## config.mk

```make
export PLATFORM = sky130hd
export DESIGN_NAME = wdt_nmi_top
export DESIGN_NICKNAME = d
export VERILOG_FILES = /design/src/rtl/wdt_pkg.sv /design/src/rtl/wdt_mode_reg.sv /design/src/rtl/wdt_counter.sv /design/src/rtl/wdt_nmi_top.sv
export SDC_FILE = /design/constraint.sdc
export NUM_CORES = 1
export LEC_CHECK = 0
export BUFFER_PORTS_ARGS = -buffer_cell sky130_fd_sc_hd__buf_2
export CAP_MARGIN = 25
export CORE_MARGIN = 2
export CORE_UTILIZATION = 51
export DETAILED_ROUTE_END_ITERATION = 8
export HOLD_SLACK_MARGIN = 0.05
export PLACE_DENSITY = 0.83
export SLEW_MARGIN = 20
export SYNTH_ARGS = -nofsm -noshare
export SYNTH_HDL_FRONTEND = slang
export SYNTH_SLANG_ARGS = --single-unit
export TNS_END_PERCENT = 10
```

## constraint.sdc

```tcl
create_clock -name clk -period 2.7 [get_ports clk]
set_input_delay 0.54 -clock clk [delete_from_list [all_inputs] [get_ports clk]]
set_output_delay 0.54 -clock clk [all_outputs]
set_load 0.02 [all_outputs]
```

## src/rtl/wdt_pkg.sv

```systemverilog
`timescale 1ns/1ps
package wdt_pkg;
    localparam int RUN_BIT  = 0;
    localparam int SEL_LSB  = 1;
    localparam int LOCK_BIT = 3;

    typedef struct packed {
        logic       lock;
        logic [1:0] sel;
        logic       run;
    } wdt_cfg_t;
endpackage

```

## src/rtl/wdt_mode_reg.sv

```systemverilog
`timescale 1ns/1ps
module wdt_mode_reg
    import wdt_pkg::*;
(
    input  logic       clk,
    input  logic       rst,
    input  logic       wr_en,
    input  logic [7:0] wdata,
    output wdt_cfg_t   cfg_o,
    output logic       restart_o
);
    wdt_cfg_t cfg_d, cfg_q;
    logic     restart_d;

    always_comb begin
        cfg_d     = cfg_q;
        restart_d = wr_en && wdata[RUN_BIT];
        if (wr_en) begin
            if (!cfg_q.lock) begin
                cfg_d.sel = wdata[SEL_LSB +: 2];
            end
            if (wdata[RUN_BIT]) begin
                cfg_d.run  = 1'b1;
                cfg_d.lock = 1'b1;
            end
        end
    end

    always_ff @(posedge clk) begin
        if (rst) begin
            cfg_q <= '0;
        end else begin
            cfg_q <= cfg_d;
        end
    end

    assign cfg_o     = cfg_q;
    assign restart_o = restart_d;


    run_sticky_chk: assert property (@(posedge clk) disable iff (rst)
        cfg_q.run |=> cfg_q.run);


    sel_frozen_chk: assert property (@(posedge clk) disable iff (rst)
        cfg_q.lock |=> $stable(cfg_q.sel));
endmodule

```

## src/rtl/wdt_counter.sv

```systemverilog
`timescale 1ns/1ps
module wdt_counter #(
    parameter int P0 = 12,
    parameter int P1 = 14,
    parameter int P2 = 16,
    parameter int P3 = 18
) (
    input  logic       clk,
    input  logic       rst,
    input  logic       tick,
    input  logic       run,
    input  logic [1:0] sel,
    input  logic       restart,
    output logic       nmi_o
);
    localparam int LOG_TAB [4] = '{P0, P1, P2, P3};
    localparam int M01   = (P0 > P1) ? P0 : P1;
    localparam int M23   = (P2 > P3) ? P2 : P3;
    localparam int CNT_W = (M01 > M23) ? M01 : M23;

    typedef struct packed {
        logic [CNT_W-1:0] cnt;
        logic             nmi;
    } cnt_st_t;

    cnt_st_t          st_d, st_q;
    logic [CNT_W-1:0] term_tab [4];
    logic             at_term;

    for (genvar g = 0; g < 4; g++) begin : g_term
        assign term_tab[g] = CNT_W'((64'd1 << LOG_TAB[g]) - 64'd1);
    end

    assign at_term = (st_q.cnt == term_tab[sel]);

    always_comb begin
        st_d     = st_q;
        st_d.nmi = 1'b0;
        if (restart) begin
            st_d.cnt = '0;
        end else if (run && tick) begin
            if (at_term) begin
                st_d.cnt = '0;
                st_d.nmi = 1'b1;
            end else begin
                st_d.cnt = st_q.cnt + 1'b1;
            end
        end
    end

    always_ff @(posedge clk) begin
        if (rst) begin
            st_q <= '0;
        end else begin
            st_q <= st_d;
        end
    end

    assign nmi_o = st_q.nmi;


    nmi_pulse_chk: assert property (@(posedge clk) disable iff (rst)
        st_q.nmi |=> !st_q.nmi);


    restart_wins_chk: assert property (@(posedge clk) disable iff (rst)
        restart |=> !st_q.nmi);


    no_tick_hold_chk: assert property (@(posedge clk) disable iff (rst)
        (!tick && !restart) |=> $stable(st_q.cnt) && !st_q.nmi);
endmodule

```

## src/rtl/wdt_nmi_top.sv

```systemverilog
`timescale 1ns/1ps
module wdt_nmi_top
    import wdt_pkg::*;
#(
    parameter int PER_LOG_SEL0 = 12,
    parameter int PER_LOG_SEL1 = 14,
    parameter int PER_LOG_SEL2 = 16,
    parameter int PER_LOG_SEL3 = 18
) (
    input  logic       clk,
    input  logic       rst,
    input  logic       cnt_tick_i,
    input  logic       prv_wr_i,
    input  logic [7:0] prv_wdata_i,
    input  logic       bus_wr_i,
    input  logic [7:0] bus_wdata_i,
    output logic [7:0] rd_data_o,
    output logic       nmi_o
);
    wdt_cfg_t cfg;
    logic     restart;

    wdt_mode_reg i_mode (
        .clk       (clk),
        .rst       (rst),
        .wr_en     (prv_wr_i),
        .wdata     (prv_wdata_i),
        .cfg_o     (cfg),
        .restart_o (restart)
    );

    wdt_counter #(
        .P0 (PER_LOG_SEL0),
        .P1 (PER_LOG_SEL1),
        .P2 (PER_LOG_SEL2),
        .P3 (PER_LOG_SEL3)
    ) i_cnt (
        .clk     (clk),
        .rst     (rst),
        .tick    (cnt_tick_i),
        .run     (cfg.run),
        .sel     (cfg.sel),
        .restart (restart),
        .nmi_o   (nmi_o)
    );

    always_comb begin
        rd_data_o                  = '0;
        rd_data_o[RUN_BIT]         = cfg.run;
        rd_data_o[SEL_LSB +: 2]    = cfg.sel;
        rd_data_o[LOCK_BIT]        = cfg.lock;
    end


    nmi_needs_run_chk: assert property (@(posedge clk) disable iff (rst)
        nmi_o |-> rd_data_o[RUN_BIT]);


    bus_ignored_chk: assert property (@(posedge clk) disable iff (rst)
        (bus_wr_i && !prv_wr_i && (bus_wdata_i != 8'hxx || 1'b1)) |=> $stable(rd_data_o));
endmodule

```

Word-level counts from Yosys, hierarchy flattened. Index checks and enable logic that the tools add are counted.

Register bits: 22. Output and inout bits: 9. Word-level logic and storage cells: 21.

Add/sub/neg operators: 1. $lt $le $gt $ge: 1. Eq/ne operators: 1. Mux-type cells: 5. Bitwise operators: 3. Reductions and logical operators: 6.

Operators by type and width (number): $mux 18 (3); $bmux 18 s2 (1); $add 18x1->18 const B (1); $eq 18x18->1 (1); $reduce_and 2->1 (2); $ge 3x3->1 const B (1); $not 2->3 (1); $reduce_or 3->1 (1); $logic_and 1x1->1 (2); $not 1->1 (2); $reduce_or 2->1 (1); $mux 1 (1).

Logic depth before layout (Yosys ltp).
Depth in word-level cells: 6. Gate-level depth with buffers: 7. Mapped depth without buffers: 5.

Modules after synthesis. Synthesis repeated with hierarchy kept, for this count alone.

Cells, all modules: 118. Area, all modules: 1143.6 um2.

Modules (own cells, without submodules): wdt_counter (instances 1, cells each 99, area an instance 965.9 um2, seq. area each 380.4 um2); wdt_mode_reg (instances 1, cells each 14, area an instance 143.9 um2, seq. area each 60.1 um2); wdt_nmi_top (instances 1, cells each 5, area an instance 33.8 um2, seq. area each 0.0 um2).

Least setup slack after synthesis. No wires, ideal clock.

Path kind: input to register. Start point: input port cnt_tick_i. End point: register i_cnt.st_q[2] (netlist bit). Data arrival time: 1.853 ns. Data required time: 2.567 ns. Slack: 0.714 ns. Stages: 6. Path through: nand3_2 -> or4_1 -> clkbuf_2 -> a221oi_4 -> buf_6 -> nor3_1.

Longest elaborated chain between the ends: 1.

RTL lines: start, declared (line wdt_nmi_top.sv:12) `input logic cnt_tick_i,`; $logic_and 1x1->1 (line wdt_counter.sv:41) `end else if (run && tick) begin`; end signal, assigned (line wdt_counter.sv:55) `st_q <= st_d;`; end, declared (line wdt_counter.sv:26) `cnt_st_t st_d, st_q;`.

No other way between the ends. A chain may end at the register's enable or synchronous reset.

Worst setup path after layout.
Start point: register i_cnt.st_q[1] (netlist bit). End point: register i_cnt.st_q[17] (netlist bit).

Longest elaborated chain between the ends: 2. Elaborated cells between the ends (all ways): 3. Classes of those cells: 1 x add/sub; 1 x eq/ne; 1 x mux.

RTL lines: $add 18x1->18 or $eq 18x18->1 (tied branches) (line wdt_counter.sv:46, wdt_counter.sv:34); $mux 18 * (line wdt_counter.sv:42) `if (at_term) begin`.

Mark *: on every way between the ends. The rest lies on a longest branch, timed or not.

==> metrics.yaml <==
layout:
  seqCellArea_um2: 440.4
  multi_input_area_um2: 608.1
  fillers: 196
  synthToLayoutAreaGrowth_pct: 6.719
  final_layout_size_suffix_gt1_frac: 0.1729
  fin_cells: 160
  n_antenna_cell: 0
  nets: 156
setup_path:
  reg2reg_to: "i_cnt.st_q[17]"
  reg2reg_depth: 5
  crit_fanout: 6
  required_ps: 2930
  cp_num_buf_inv: 0
  max_stage_delay_ps: 680
  crit_family: "simple AND/OR/NAND/NOR gates"
  critPathCaptureType: "register"
  path_cells: "ha_1, nand3_2, or4_1, or3_1, a211oi_1"
  cp.depth: 5
  worst-endpoint-arrival_ps: 2260
  r2r_slack_ps: 660
  worstSetupPathType: "register to register"
  crit_slowest_cell: "or4_1"
  cp-start-kind: "register"
  r2r_start: "i_cnt.st_q[1]"
place:
  placed_cells: 156
  port_buffers: 11
  gp_congestion: 0.7787
  hpwlAfterDp_mm: 1.505
sta:
  finalHoldViolCount: 0
  min_period_ps: 2038
  slew_violations: 0
  setup_violations: 0
  clock_skew_ps: 8.296
  rsz0062_at_grt: "false"
  fin_tns_setup_ps: 0
  finalCritPeriodShare: 0.7550
  slew_headroom: 0.5709
  tightest_slew_ps: 643.7
  max_freq_mhz: 490.6
status:
  status: "finished clean"
worst_hold_path:
  hold_class: "input port to register"
  hold_start: "rst"
  hold_depth: 2
  hold-path-endpoint: "i_mode.cfg_o[1]"
clock_tree:
  cts.htree.levels: 1
  cts.clk_slew.worst_paths_ps: 120
  numCtsBuffers: 3
  cts_setup_buffers: 0
  postCtsHoldBufs: 0
  cts_resized: 0
  insertion_delay_ps: 310
  cts_tree: "yes"
  root_buffer: "clkbuf_4"
  clk_path_buf_depth: 2
  cts_sinks: 22
synth:
  yosys.area_share.adder: 0.01120
  ys_seq_area_frac: 0.3942
  synth.area.mux_share: 0.02688
  avgSynthCellArea_um2: 9.011
  async_flop_share: 0
  synth_top_family_by_area: "simple AND/OR/NAND/NOR gates"
  ys_warn_count: 0
  synthTopCellsByArea: "dfxtp_1 (39%), nor3_1 (6.3%), xor2_1 (5.5%), buf_4 (4.7%), or3_1 (3.9%)"
  synth-xor-area-share: 0.07839
  ys_types: 34
  ys_seq_elements: 22
  yosysTopAreaCell: "dfxtp_1"
  synth_edf_count: 0
  syn_area_um2: 1117
  synthCells: 124
  synth_ff_type: "dfxtp_1"
  yosys.area_share.simple: 0.2867
  yosysTopAreaCellShare: 0.3942
  synth_compound_area_frac: 0.1277
global_routing:
  grt_pass1_wl_mm: 3.594
  grtUsageTotal: 0.1884
  grt_max_degree: 20
  gr-total-overflow: 0
  antenna_found_initial: 0
  grt_pass1_vias: 858
floorplan:
  chipWidth_um: 50.81
  fp.dieArea_um2: 2581
  core.rowCount: 16
  start_util: 0.5526
  core_um2: 2022
  ioPinCount: 30
  die_h_um: 50.81
routing:
  drtPass1Iterations: 4
  wire_per_inst_um: 12.81
  highest_layer: "met4"
  vias_per_cell: 5.713
  met1Wirelength_um: 928
  drt-initial-drc-count: 15
  num_vias: 914
  route.met2.wl_mm: 1.023
  wl_mm: 2.050
  met3_length_um: 71
  drc: 0
  ant_nets: 0
power_and_ir_drop:
  p_leak_nw: 0.4205
  powerDensity_nw_per_um2: 457.9
  max-vdd-ir-drop_v: 0.0003639
job:
  max-cap-violations: 0
metal layers:
| layer | vias to the layer above | GRT usage |
|---|---|---|
| met5 | - | 0 |
| met4 | 0 | 0.07658 |
| met3 | 4 | 0.05952 |
| met2 | 17 | 0.3355 |
| met1 | 434 | 0.2048 |
| li1 | 459 | - |
worst max path at each step:
stage	endpoint	from	slack, ps
2_1_floorplan	i_cnt.st_q[2]	cnt_tick_i	710
3_3_place_gp	i_cnt.st_q[18]	cnt_tick_i	550
3_5_place_dp	i_cnt.st_q[18]	cnt_tick_i	500
4_1_cts	i_cnt.st_q[15]	i_cnt.st_q[1]	640
5_1_grt	i_cnt.nmi_o	i_cnt.st_q[1]	560
6_report	i_cnt.st_q[17]	i_cnt.st_q[1]	660
final cells by class:
type | count | area share
Clock buffer | 4 | 0.03043
Timing Repair Buffer | 13 | 0.05876
Inverter | 1 | 0.003148
Tap cell | 27 | 0.02833
Multi-Input combinational cell | 93 | 0.5100
Sequential cell | 22 | 0.3694
synth_stat cells (2+ instances only):
| master | n |
|---|---|
| a21oi_1 | 2 |
| xnor2_1 | 3 |
| xor2_1 | 7 |
| nor3_1 | 14 |
| o21ai_0 | 8 |
| nand2_1 | 8 |
| clkbuf_1 | 2 |
| dfxtp_1 | 22 |
| nand4_1 | 6 |
| nor2_1 | 4 |
| and4_1 | 3 |
| or3_1 | 7 |
| a211oi_1 | 5 |
| nand3_1 | 4 |
| mux2i_1 | 3 |
| buf_4 | 7 |
| or2_2 | 2 |
flip-flops by register name, summed over array words and instances, names as in the netlist:
register / flops
i_cnt.st_q: 18
i_mode.cfg_o: 3
i_cnt.nmi_o: 1
cell families (layout without fill, tap and decap cells):
group           after synthesis  after routing
flops                        22             22
compound gates               19             19
fa+ha+maj                     1              1
other cells                   1              4
simple gates                 56             56
buf+inv                      12             18
mux                           3              3
xor+xnor                     10             10
report_power, final:
group	total (mW)	switching, mW	internal, mW
logic	0.0378	0.0253	0.0125
registers	0.333	0.00472	0.328
clock network	0.175	0.0931	0.0823
layout by cell type, fill, tap and decap left out, types with 2 or more instances in the layout:
master and count:
conb_1 4, nand2_1 8, xnor2_1 3, mux2i_1 3, o21ai_0 8, xor2_1 7
nor2_1 4, buf_2 11, a211oi_1 5, or2_2 2, a21oi_1 2, or3_1 7
nor3_1 14, nand3_1 4, nand4_1 6, clkbuf_4 3, and4_1 3, dfxtp_1 22
buf_4 2
metrics by stage:
step                      cell area (µm²)  setup WS [ps]  power [mW]  utilization  hold slack (ps)
after CTS                            1192          640.7      0.5536       0.5897            409.0
after global placement               1156          554.4      0.3761       0.5718            482.0
after global routing                 1192          561.9      0.5733       0.5897            400.7
after detailed placement             1156          496.7      0.3782       0.5718            490.3
after floorplan                      1129          713.6      0.3725            -            467.4
final                                1192          661.5      0.5460       0.5897            415.2
(Power assumes the default switching activity.)
